### src/rtl/uart_irq_pkg.sv
package uart_irq_pkg;
  localparam int unsigned NSRC = 5;

  typedef enum logic [3:0] {
    IID_MODEM = 4'h0,
    IID_NONE  = 4'h1,
    IID_THRE  = 4'h2,
    IID_RXD   = 4'h4,
    IID_LINE  = 4'h6,
    IID_TMO   = 4'hC
  } iid_e;

  // index 0 is the highest priority
  function automatic iid_e src_code(input int unsigned idx);
    case (idx)
      0:       return IID_LINE;
      1:       return IID_TMO;
      2:       return IID_RXD;
      3:       return IID_THRE;
      default: return IID_MODEM;
    endcase
  endfunction
endpackage

### src/rtl/uart_irq_state.sv
module uart_irq_state (
  input  logic       clk_i,
  input  logic       rst_ni,
  input  logic       ier_we_i,
  input  logic [3:0] ier_wdata_i,
  input  logic       thr_we_i,
  input  logic       tx_drain_i,
  input  logic       thre_i,
  input  logic       iir_rd_i,
  input  logic       thre_shown_i,
  input  logic       lsr_rd_i,
  input  logic       ovr_set_i,
  input  logic       brk_set_i,
  output logic [3:0] ier_q_o,
  output logic [3:0] ier_d_o,
  output logic       pend_d_o,
  output logic       ovr_d_o,
  output logic       brk_d_o
);
  logic [3:0] ier_q;
  logic       pend_q, ovr_q, brk_q;

  always_comb begin
    ier_d_o = ier_we_i ? ier_wdata_i : ier_q;

    if (thr_we_i)                              pend_d_o = 1'b0;
    else if (tx_drain_i || (ier_we_i && thre_i)) pend_d_o = 1'b1;
    else if (iir_rd_i && thre_shown_i)         pend_d_o = 1'b0;
    else                                       pend_d_o = pend_q;

    ovr_d_o = ovr_set_i | (ovr_q & ~lsr_rd_i);
    brk_d_o = brk_set_i | (brk_q & ~lsr_rd_i);
  end

  always_ff @(posedge clk_i or negedge rst_ni) begin
    if (!rst_ni) begin
      ier_q  <= '0;
      pend_q <= 1'b0;
      ovr_q  <= 1'b0;
      brk_q  <= 1'b0;
    end else begin
      ier_q  <= ier_d_o;
      pend_q <= pend_d_o;
      ovr_q  <= ovr_d_o;
      brk_q  <= brk_d_o;
    end
  end

  assign ier_q_o = ier_q;
endmodule

### src/rtl/uart_irq_req.sv
module uart_irq_req
  import uart_irq_pkg::*;
#(
  parameter int unsigned CNT_W = 5
) (
  input  logic [3:0]       ier_i,
  input  logic             pend_i,
  input  logic             ovr_i,
  input  logic             brk_i,
  input  logic             parity_err_i,
  input  logic             frame_err_i,
  input  logic             rx_timeout_i,
  input  logic             data_ready_i,
  input  logic             fifo_en_i,
  input  logic [CNT_W-1:0] rx_count_i,
  input  logic [CNT_W-1:0] rx_trig_i,
  input  logic [3:0]       msr_delta_i,
  output logic [NSRC-1:0]  req_o
);
  logic at_trig;
  assign at_trig = (rx_count_i >= rx_trig_i);

  always_comb begin
    req_o[0] = ier_i[2] & (ovr_i | parity_err_i | frame_err_i | brk_i);
    req_o[1] = ier_i[0] & rx_timeout_i;
    req_o[2] = ier_i[0] & data_ready_i & (~fifo_en_i | at_trig);
    req_o[3] = ier_i[1] & pend_i;
    req_o[4] = ier_i[3] & (|msr_delta_i);
  end
endmodule

### src/rtl/uart_irq_prio.sv
module uart_irq_prio
  import uart_irq_pkg::*;
(
  input  logic [NSRC-1:0] req_i,
  output iid_e            iid_o
);
  always_comb begin
    iid_o = IID_NONE;
    for (int i = NSRC - 1; i >= 0; i--) begin
      if (req_i[i]) iid_o = src_code(i);
    end
  end
endmodule

### src/rtl/uart_irq_ident.sv
module uart_irq_ident
  import uart_irq_pkg::*;
#(
  parameter int unsigned CNT_W = 5
) (
  input  logic             clk_i,
  input  logic             rst_ni,
  input  logic             ier_we_i,
  input  logic [7:0]       ier_wdata_i,
  input  logic             thr_we_i,
  input  logic             tx_drain_i,
  input  logic             thre_i,
  input  logic             iir_rd_i,
  input  logic             lsr_rd_i,
  input  logic             ovr_set_i,
  input  logic             brk_set_i,
  input  logic             parity_err_i,
  input  logic             frame_err_i,
  input  logic             rx_timeout_i,
  input  logic             data_ready_i,
  input  logic             fifo_en_i,
  input  logic [CNT_W-1:0] rx_count_i,
  input  logic [CNT_W-1:0] rx_trig_i,
  input  logic [3:0]       msr_delta_i,
  output logic [3:0]       ier_o,
  output logic [7:0]       iir_o,
  output logic             irq_o
);
  logic [3:0]      ier_d;
  logic            pend_d, ovr_d, brk_d;
  logic [NSRC-1:0] req;
  iid_e            iid_d;
  logic [7:0]      iir_q;
  logic            irq_q;
  logic            unused_wdata_hi;

  assign unused_wdata_hi = ^ier_wdata_i[7:4];

  uart_irq_state u_state (
    .clk_i        (clk_i),
    .rst_ni       (rst_ni),
    .ier_we_i     (ier_we_i),
    .ier_wdata_i  (ier_wdata_i[3:0]),
    .thr_we_i     (thr_we_i),
    .tx_drain_i   (tx_drain_i),
    .thre_i       (thre_i),
    .iir_rd_i     (iir_rd_i),
    .thre_shown_i (iir_q[3:0] == IID_THRE),
    .lsr_rd_i     (lsr_rd_i),
    .ovr_set_i    (ovr_set_i),
    .brk_set_i    (brk_set_i),
    .ier_q_o      (ier_o),
    .ier_d_o      (ier_d),
    .pend_d_o     (pend_d),
    .ovr_d_o      (ovr_d),
    .brk_d_o      (brk_d)
  );

  uart_irq_req #(.CNT_W(CNT_W)) u_req (
    .ier_i        (ier_d),
    .pend_i       (pend_d),
    .ovr_i        (ovr_d),
    .brk_i        (brk_d),
    .parity_err_i (parity_err_i),
    .frame_err_i  (frame_err_i),
    .rx_timeout_i (rx_timeout_i),
    .data_ready_i (data_ready_i),
    .fifo_en_i    (fifo_en_i),
    .rx_count_i   (rx_count_i),
    .rx_trig_i    (rx_trig_i),
    .msr_delta_i  (msr_delta_i),
    .req_o        (req)
  );

  uart_irq_prio u_prio (
    .req_i (req),
    .iid_o (iid_d)
  );

  always_ff @(posedge clk_i or negedge rst_ni) begin
    if (!rst_ni) begin
      iir_q <= {4'h0, IID_NONE};
      irq_q <= 1'b0;
    end else begin
      iir_q <= {{2{fifo_en_i}}, 2'b00, iid_d};
      irq_q <= (iid_d != IID_NONE);
    end
  end

  assign iir_o = iir_q;
  assign irq_o = irq_q;
endmodule

### config.mk
export PLATFORM = sky130hd
export DESIGN_NAME = uart_irq_ident
export DESIGN_NICKNAME = d
export VERILOG_FILES = /design/src/rtl/uart_irq_pkg.sv /design/src/rtl/uart_irq_state.sv /design/src/rtl/uart_irq_req.sv /design/src/rtl/uart_irq_prio.sv /design/src/rtl/uart_irq_ident.sv
export SDC_FILE = /design/constraint.sdc
export NUM_CORES = 1
export LEC_CHECK = 0
export CORE_MARGIN = 10
export CORE_UTILIZATION = 32
export DETAILED_ROUTE_END_ITERATION = 8
export GPL_ROUTABILITY_DRIVEN = 0
export PLACE_DENSITY_LB_ADDON = 0.15
export SLEW_MARGIN = 15
export SYNTH_ARGS = -nofsm -noshare
export SYNTH_HDL_FRONTEND = slang
export SYNTH_HIERARCHICAL = 1
export SYNTH_SLANG_ARGS = --single-unit
### constraint.sdc
create_clock -name clk_i -period 2.7 [get_ports clk_i]
set_clock_uncertainty 0.1 [all_clocks]
set_input_delay 0.405 -clock clk_i [delete_from_list [all_inputs] [get_ports clk_i]]
set_output_delay 0.405 -clock clk_i [all_outputs]
set_load 0.02 [all_outputs]
---- Word level (Yosys, flattened, before mapping) ----
Cells that the tools add are included.
cells by class
  add/subtract/negate cells ............... 0
  multipliers ............................. 0
  div/mod/pow operators ................... 0
  magnitude comparators ................... 1
  equality and inequality tests ........... 2
  shifts and indexed selects .............. 0
  mux-type cells .......................... 9
  bitwise operators ....................... 16
  reductions and logical operators ........ 4
operators with widths
  cell                                                   count
  2-to-1 mux 4 bit                                       3
  AND 1 bit                                              8
  OR 1 bit                                               6
  greater-or-equal comparator 5 bit                      1
  == test 4 x 2 -> 1 bit, second input constant          1
  2-to-1 mux 1 bit                                       4
  inequality test 4 x 1 -> 1 bit, second input constant  1
  OR reduction 4 bit                                     1
  2-to-1 mux 3 bit                                       1
  logical AND 1 bit                                      2
  2-to-1 mux 2 bit                                       1
  NOT 1 bit                                              2
  logical OR 1 bit                                       1
word-level totals
  bits in registers ....................... 13
  bits in latches ......................... 0
  RAM bits ................................ 0
  ROM bits ................................ 0
  input port bits ......................... 37
  output and inout port bits .............. 13
  memories ................................ 0

---- Logic depth before layout (Yosys ltp) ----
Gate-level depths: netlist of run 1.
  depth in word-level cells ............... 11
  mapped depth ............................ 8

---- Modules after synthesis ----
Netlist of run 1, hierarchy kept.
by module, submodules not included
  module          times used  cells each  area an instance (um^2)  seq. area each (um^2)
  uart_irq_state  1           17          259.0                    175.2
  uart_irq_ident  1           12          196.4                    151.4
  uart_irq_req    1           22          163.9                    0.0
  uart_irq_prio   1           5           38.8                     0.0

---- Worst setup path after synthesis of run 1 ----
No wires, ideal clock.
  kind .................................... input to register
  from .................................... input port rx_trig_i[2]
  to ...................................... register irq_q, in the netlist irq_o
  setup time .............................. 0.138 ns
  arrival ................................. 1.997 ns
  data required time ...................... 2.462 ns
  path slack .............................. 0.465 ns
  cell stages on the path ................. 8
  cell sequence ........................... inv_1 -> ha_1 -> a21o_1 -> a31oi_1 -> o22ai_1 -> or3_4 -> nor3_2 -> or4b_1
between the ends
  longest elaborated chain between the ends .. 7
ends and longest elaborated chain
  what                               RTL line              text
  start: declaration                 uart_irq_ident.sv:23  input logic [CNT_W-1:0] rx_trig_i,
  greater-or-equal comparator 5 bit  uart_irq_req.sv:21    assign at_trig = (rx_count_i >= rx_trig_i);
  OR 1 bit                           uart_irq_req.sv:26    req_o[2] = ier_i[0] & data_ready_i & (~fifo_en_i | at_trig);
  AND 1 bit                          uart_irq_req.sv:26
  via req[2]                         uart_irq_ident.sv:31  logic [NSRC-1:0] req;
  2-to-1 mux 3 bit                   uart_irq_prio.sv:10   if (req_i[i]) iid_o = src_code(i);
  2-to-1 mux 4 bit (2 in series)     uart_irq_prio.sv:10
  via iid_d[2]                       uart_irq_ident.sv:32  iid_e iid_d;
  inequality test 4 x 1 -> 1 bit     uart_irq_ident.sv:86  irq_q <= (iid_d != IID_NONE);
  end signal: assignment             uart_irq_ident.sv:86
  end: declaration                   uart_irq_ident.sv:34  logic irq_q;
The timed path passes the listed nets, and every way through them passes these cells.

---- Worst setup path in the final report of run 1 ----
Same ends and word-level chain as after synthesis.

==> flow_summary.json, run 1 <==
{
  "yosysUniqueCellTypes": 24,
  "grt_pass1_vias": 667,
  "worst_pin_slew_ns": 0.591,
  "clock_tree.htree_level_count": 1,
  "cp_top_family": "simple AND/OR/NAND/NOR gates",
  "final_layout_size_suffix_gt1_share_pct": 15.1,
  "grt_pass1_wl_um": 2930,
  "portBuffers": 43,
  "gr-usage-met3_pct": 2.20,
  "antenna_cells_inserted": 0,
  "min-delay-path-class": "flip-flop to flip-flop",
  "worst-setup-path-type": "input pin to flip-flop",
  "critPathMaxFanout": 3,
  "final_nets": 149,
  "grt_overall_usage_pct": 8.66,
  "m1_gr_usage_pct": 8.61,
  "cap_violations": 0,
  "nFillCells": 193,
  "hpwlAfterDp_um": 1590,
  "accumulated_negative_setup_slack_ns": 0,
  "dr_total_vias": 595,
  "core-area_um2": 1960,
  "clockRootBuffer": "clkbuf_4",
  "finalPower_mw": 0.498,
  "timing.final.hold_violations": 0,
  "timing.critical_path.from_type": "input pin",
  "detailed_route_wl_um": 1750,
  "synth-warning-count": 6,
  "area_delta_synth_final_pct": 77.4,
  "final.period_utilization_pct": 92.8,
  "grt_busiest_layer": "met2",
  "later_pin_clock_latency_in_the_skew_report_ns": 0.27,
  "initial_core_util_pct": 33.5,
  "detail_route.wl_per_cell_um": 13.1,
  "drc_errors": 0,
  "worst_r2r_endpoint": "irq_o",
  "postSynthRegisterBits": 13,
  "clk_pin_slew_ns": 0.08,
  "period_needed_ns": 2.51,
  "die_width_um": 65.4,
  "clock-sinks": 13,
  "tritoncts.num_buffers": 3,
  "io-pin-count": 50,
  "setup_slack_ns": 0.193,
  "met2_usage_pct": 15.2,
  "ff2ff_path_depth": 5,
  "part_of_the_yosys_area_used_for_sequential_elements_pct": 49.6,
  "power_density_nw_per_um2": 427,
  "dpl-instance-area_um2": 1140,
  "whs_endpoint": "u_state/ovr_q",
  "critical_path.cell_chain": "clkdlybuf4s50_1 -> inv_1 -> ha_1 -> a21o_1 -> a31oi_1 -> o22ai_1 -> or3_4 -> nor3_2 -> or4b_1",
  "cts_tree": "yes",
  "number_of_antenna_violations_at_the_first_check_in_global_routing": 0,
  "setup_viol_count_final": 0,
  "outcome": "completed",
  "grt_max_degree": 14,
  "preCtsSetupSlack_ns": -0.122,
  "crit-reg2reg-launch": "u_state/ovr_q",
  "min_from": "u_state/ovr_q",
  "globalRouteOverflowTotal": 0,
  "worst_ep_arrival_time_ns": 2.55,
  "fmax_achieved_ghz": 0.399,
  "detail_route.vias_per_cell": 4.47,
  "cts_resized": 0,
  "cell_count_of_the_worst_hold_path": 1,
  "required_time_reported_for_the_critical_path_endpoint_ns": 2.75,
  "final_worst_hold_slack_ns": 0.380,
  "critical-path-slowest-cell": "clkdlybuf4s50_1",
  "synthesis.area_per_instance_um2": 11.8,
  "multi_input_area_um2": 287,
  "cp_num_buf_inv": 2,
  "post_cts_buffers": 0,
  "peakVddDrop_v": 0.000184,
  "worstSetupEndpointType": "flip-flop",
  "worst_slew_margin_rel_pct": 60.5,
  "floorplan.die_area_um2": 4270,
  "cp_slowest_stage_delay_ns": 0.45,
  "synthCells": 56,
  "drtPass1Iterations": 2,
  "seq_area_um2": 327,
  "clock_tree.buffer_depth": 2,
  "drt.antenna.violating_nets": 0,
  "rsz_0062_raised_after_global_routing": "no",
  "drtIter0Drc": 5,
  "rrSetupSlack_ns": 0.59,
  "synth_area_um2": 658,
  "postLayoutCellArea_um2": 1170,
  "die-height_um": 65.4,
  "std_cell_rows": 16,
  "cts_hold_buf": 0,
  "cellLeakagePower_nw": 0.517,
  "slew_viol_final": 0
}
[cell usage in the layout, fill, tap and decap left out, drive strengths merged, types with 2 or more instances in the layout]
cell type,synthesis,routed
clkdlybuf4s50,0,43
dfrtp,12,12
inv,7,7
buf,3,5
ha,5,5
a21o,4,4
mux2,4,4
clkbuf,0,4
conb,1,2
and2,2,2
o41a,2,2
a21oi,2,2
[per-layer routing]
layer / share of wire (%) / vias up
met5: 0 / -
met4: 1.5 / 0
met3: 6.6 / 2
met2: 53 / 24
met1: 39 / 275
li1: - / 294
[cells in the mapped netlist]
master    instances  area [um2]
a211oi_1          1        7.51
a21bo_2           1        10.0
a21o_1            4        30.0
a21oi_1           2        10.0
a31oi_1           1        6.26
and2_1            2        12.5
buf_4             3        22.5
conb_1            1        3.75
dfrtp_1          12         300
dfstp_2           1        26.3
ha_1              5        62.6
inv_1             7        26.3
mux2_2            4        45.0
nand2_1           1        3.75
nand2b_1          1        6.26
nand4_1           1        6.26
nor2_1            1        3.75
nor2b_1           1        6.26
nor3_2            1        10.0
nor4b_1           1        8.76
o22ai_1           1        6.26
o41a_1            2        22.5
or3_4             1        11.3
or4b_1            1        10.0
[area by class of cell]
cell class	instances	area share, %
clock buffers	4	2.25
inverters	7	2.25
multi-input cells	34	24.5
flip-flops and latches	13	28.0
well taps	27	2.89
repair buffers	48	40.1
[through the flow]
step / util [%] / std cells
floorplan: - / 57
global placement: 58.2 / 129
detailed placement: 58.2 / 129
CTS: 59.5 / 133
global route: 59.5 / 133
finish: 59.5 / 133
[kinds of logic (layout without fill, tap and decap cells)]
| logic type | count (synthesis) | in the layout | synth area share (%) |
|---|---|---|---|
| adder cells (fa/ha/maj) | 5 | 5 | 9.51 |
| flip-flops | 13 | 13 | 49.6 |
| buffers and inverters | 10 | 59 | 7.41 |
| AND/OR/NAND/NOR | 11 | 11 | 12.0 |
| other | 1 | 2 | 0.570 |
| multiplexers | 4 | 4 | 6.84 |
| AO/OA/AOI/OAI | 12 | 12 | 14.1 |
[worst max path at each step]
stage,slack [ns],cells past startpoint,from,to
detailed placement,-0.12,9,rx_count_i[0],irq_o
finish,0.19,9,rx_trig_i[2],irq_o
global route,0.05,9,rx_count_i[0],irq_o
floorplan,0.46,8,rx_trig_i[2],irq_o
global placement,-0.12,9,rx_trig_i[2],irq_o
CTS,0.18,9,rx_count_i[0],irq_o
[power breakdown]
| part | leakage [nW] | switching, mW | internal (mW) |
|---|---|---|---|
| combinational | 0.355 | 0.0615 | 0.0974 |
| clock | 0.0150 | 0.0628 | 0.0572 |
| sequential | 0.147 | 0.00706 | 0.212 |
[worst register-to-register path, delay by kind of cell (launching register included)]
family | cells | cell delay [ns]
AO/OA/AOI/OAI | 2 | 0.59
AND/OR/NAND/NOR | 3 | 0.92
flip-flops | 1 | 0.36
[sequential cells by signal (all words and copies together), names as in the netlist]
signal,flops
u_state/ovr_q,1
u_state/ier_q_o,4
irq_o,1
u_state/pend_q,1
iir_o,5
u_state/brk_q,1
No activity file was read; power rests on OpenSTA's default activity.
==> run 2: changes to the inputs <==
Settings changed: PLACE_DENSITY set to 0.87, PLACE_DENSITY_LB_ADDON 0.15 to unset.
==> run 2 against run 1 <==
  * First-iteration DRC count rose to 3.0 times the previous value
  * Final area fell by 1.2%
  * Power fell by 1.1%
  * Utilization fell by 0.70 points
  * Clock power fell by 5%
  * Sequential share of layout area rose by 0.33 points
  * Final cell count fell by 1.5%
  * Flip-flop and latch count did not move
  * Via count rose by 0.50%
  * Critical path depth did not move
  * Hold slack improved by 0.016 ns
==> flow_summary.json, run 2 (synthesized netlist as in run 1, its figures left out) <==
{
  "outcome": "completed",
  "slew_viol_final": 0,
  "nFillCells": 169,
  "initial_core_util_pct": 33.5,
  "accumulated_negative_setup_slack_ns": 0,
  "drt.antenna.violating_nets": 0,
  "pwr-share-clk_pct": 23.1,
  "period_needed_ns": 2.56,
  "grt_overall_usage_pct": 9.00,
  "die-height_um": 65.4,
  "detail_route.vias_per_cell": 4.56,
  "critPathMaxFanout": 3,
  "timing.critical_path.from_type": "input pin",
  "grt_pass1_vias": 675,
  "dpl-instance-area_um2": 1130,
  "cts_resized": 0,
  "clock-sinks": 13,
  "worst-setup-path-type": "input pin to flip-flop",
  "setup_viol_count_final": 0,
  "final_core_utilization_pct": 58.8,
  "switching_share_pct": 26.4,
  "tritoncts.num_buffers": 3,
  "number_of_antenna_violations_at_the_first_check_in_global_routing": 0,
  "postLayoutCellArea_um2": 1150,
  "grt_pass1_wl_um": 3090,
  "clock_tree.buffer_depth": 2,
  "floorplan.die_area_um2": 4270,
  "min-delay-path-class": "input pin to async pin",
  "seq_area_um2": 327,
  "worst_slew_margin_rel_pct": 62.4,
  "globalRouteOverflowTotal": 0,
  "power_frac_seq_pct": 44.6,
  "power.combinational.fraction_pct": 32.2,
  "drtPass1Iterations": 4,
  "mostFrequentLayoutCell": "clkdlybuf4s50_1",
  "later_pin_clock_latency_in_the_skew_report_ns": 0.27,
  "hpwlAfterDp_um": 1790,
  "layoutNonFillerInstCount": 131,
  "final_nets": 147,
  "dr_total_vias": 598,
  "drtIter0Drc": 15,
  "portBuffers": 43,
  "required_time_reported_for_the_critical_path_endpoint_ns": 2.74,
  "cts_hold_buf": 0,
  "final_layout_size_suffix_gt1_share_pct": 14.4,
  "place.detailed.instances": 127,
  "detailed_route_wl_um": 1970,
  "final.period_utilization_pct": 94.6,
  "worst_ep_arrival_time_ns": 2.60,
  "area_delta_synth_final_pct": 75.3,
  "cts_tree": "yes",
  "power_density_nw_per_um2": 427,
  "fmax_achieved_ghz": 0.391,
  "power.net_switching_mw": 0.130,
  "detail_route.wl_per_cell_um": 15.0,
  "multi_input_area_um2": 287,
  "grt_max_degree": 14,
  "core-area_um2": 1960,
  "most-common-layout-cells": "clkdlybuf4s50_1 (43), dfrtp_1 (12), inv_1 (7), ha_1 (5)",
  "io-pin-count": 50,
  "cell_internal_pwr_mw": 0.363,
  "clk_pin_slew_ns": 0.07,
  "std_cell_rows": 16,
  "clockRootBuffer": "clkbuf_4",
  "timing.final.hold_violations": 0,
  "clock_tree.htree_level_count": 1,
  "peakVddDrop_v": 0.000199,
  "finalPower_mw": 0.493,
  "post_cts_buffers": 0,
  "die_width_um": 65.4,
  "antenna_cells_inserted": 0,
  "cap_violations": 0,
  "cellLeakagePower_nw": 0.510,
  "largest_reg_flops": 5,
  "drc_errors": 0,
  "worst_pin_slew_ns": 0.562,
  "worstSetupEndpointType": "flip-flop",
  "rsz_0062_raised_after_global_routing": "no"
}
run 2: cell types whose count changed in the layout (fill, tap and decap cells not counted):
cell / delta
clkbuf_1: -1
clkinv_2: +1
buf_4: -2
run 2: final cells by class:
type / count / area share, %
multi-input cells: 34 / 24.8
clock buffers: 3 / 1.95
flip-flops and latches: 13 / 28.3
repair buffers: 46 / 39.3
well taps: 27 / 2.93
clock inverters: 1 / 0.434
inverters: 7 / 2.28
run 2: per-stage QoR:
stage / setup slack, ns / hold WS (ns)
2_1_floorplan: 0.465 / 0.00941
3_3_place_gp: -0.119 / 0.367
3_5_place_dp: -0.174 / 0.391
4_1_cts: 0.123 / 0.401
5_1_grt: 0.00290 / 0.424
6_report: 0.145 / 0.395
run 2: routing by layer:
layer	up-vias	part of all wire (%)	global-route usage, %
met1	277	38	9.08
li1	290	-	-
met3	0	8.4	3.05
met2	31	53	16.7
met4	0	0	3.21
met5	-	0	0
run 2: worst max-delay path, stage by stage:
cell,delay [ns]
clkdlybuf4s50_1,0.46
inv_1,0.04
ha_1,0.27
nand2b_1,0.14
a31oi_1,0.18
o22ai_1,0.13
or3_4,0.39
nor3_2,0.14
or4b_1,0.44
run 2: path summary, 6_finish.rpt:
check                                    from                  to  slack (ns)  cells after the start
max in group asynchronous              rst_ni            iir_o[0]        1.73                      1
worst max register to register  u_state/ovr_q               irq_o        0.56                      5
worst max-delay path            rx_count_i[0]               irq_o        0.14                      9
min in group clk_i              u_state/brk_q       u_state/brk_q        0.41                      1
worst min-delay path                   rst_ni  u_state/ier_q_o[2]        0.40                      1
worst min register to register  u_state/brk_q       u_state/brk_q        0.41                      1
run 2: power by group through the flow:
| stage | sequential (mW) | combinational [mW] | clock, mW |
|---|---|---|---|
| floorplan | 0.240 | 0.0492 | 0 |
| global placement | 0.223 | 0.155 | 0 |
| detailed placement | 0.224 | 0.160 | 0 |
| CTS | 0.220 | 0.161 | 0.119 |
| global route | 0.222 | 0.172 | 0.124 |
| finish | 0.220 | 0.159 | 0.114 |
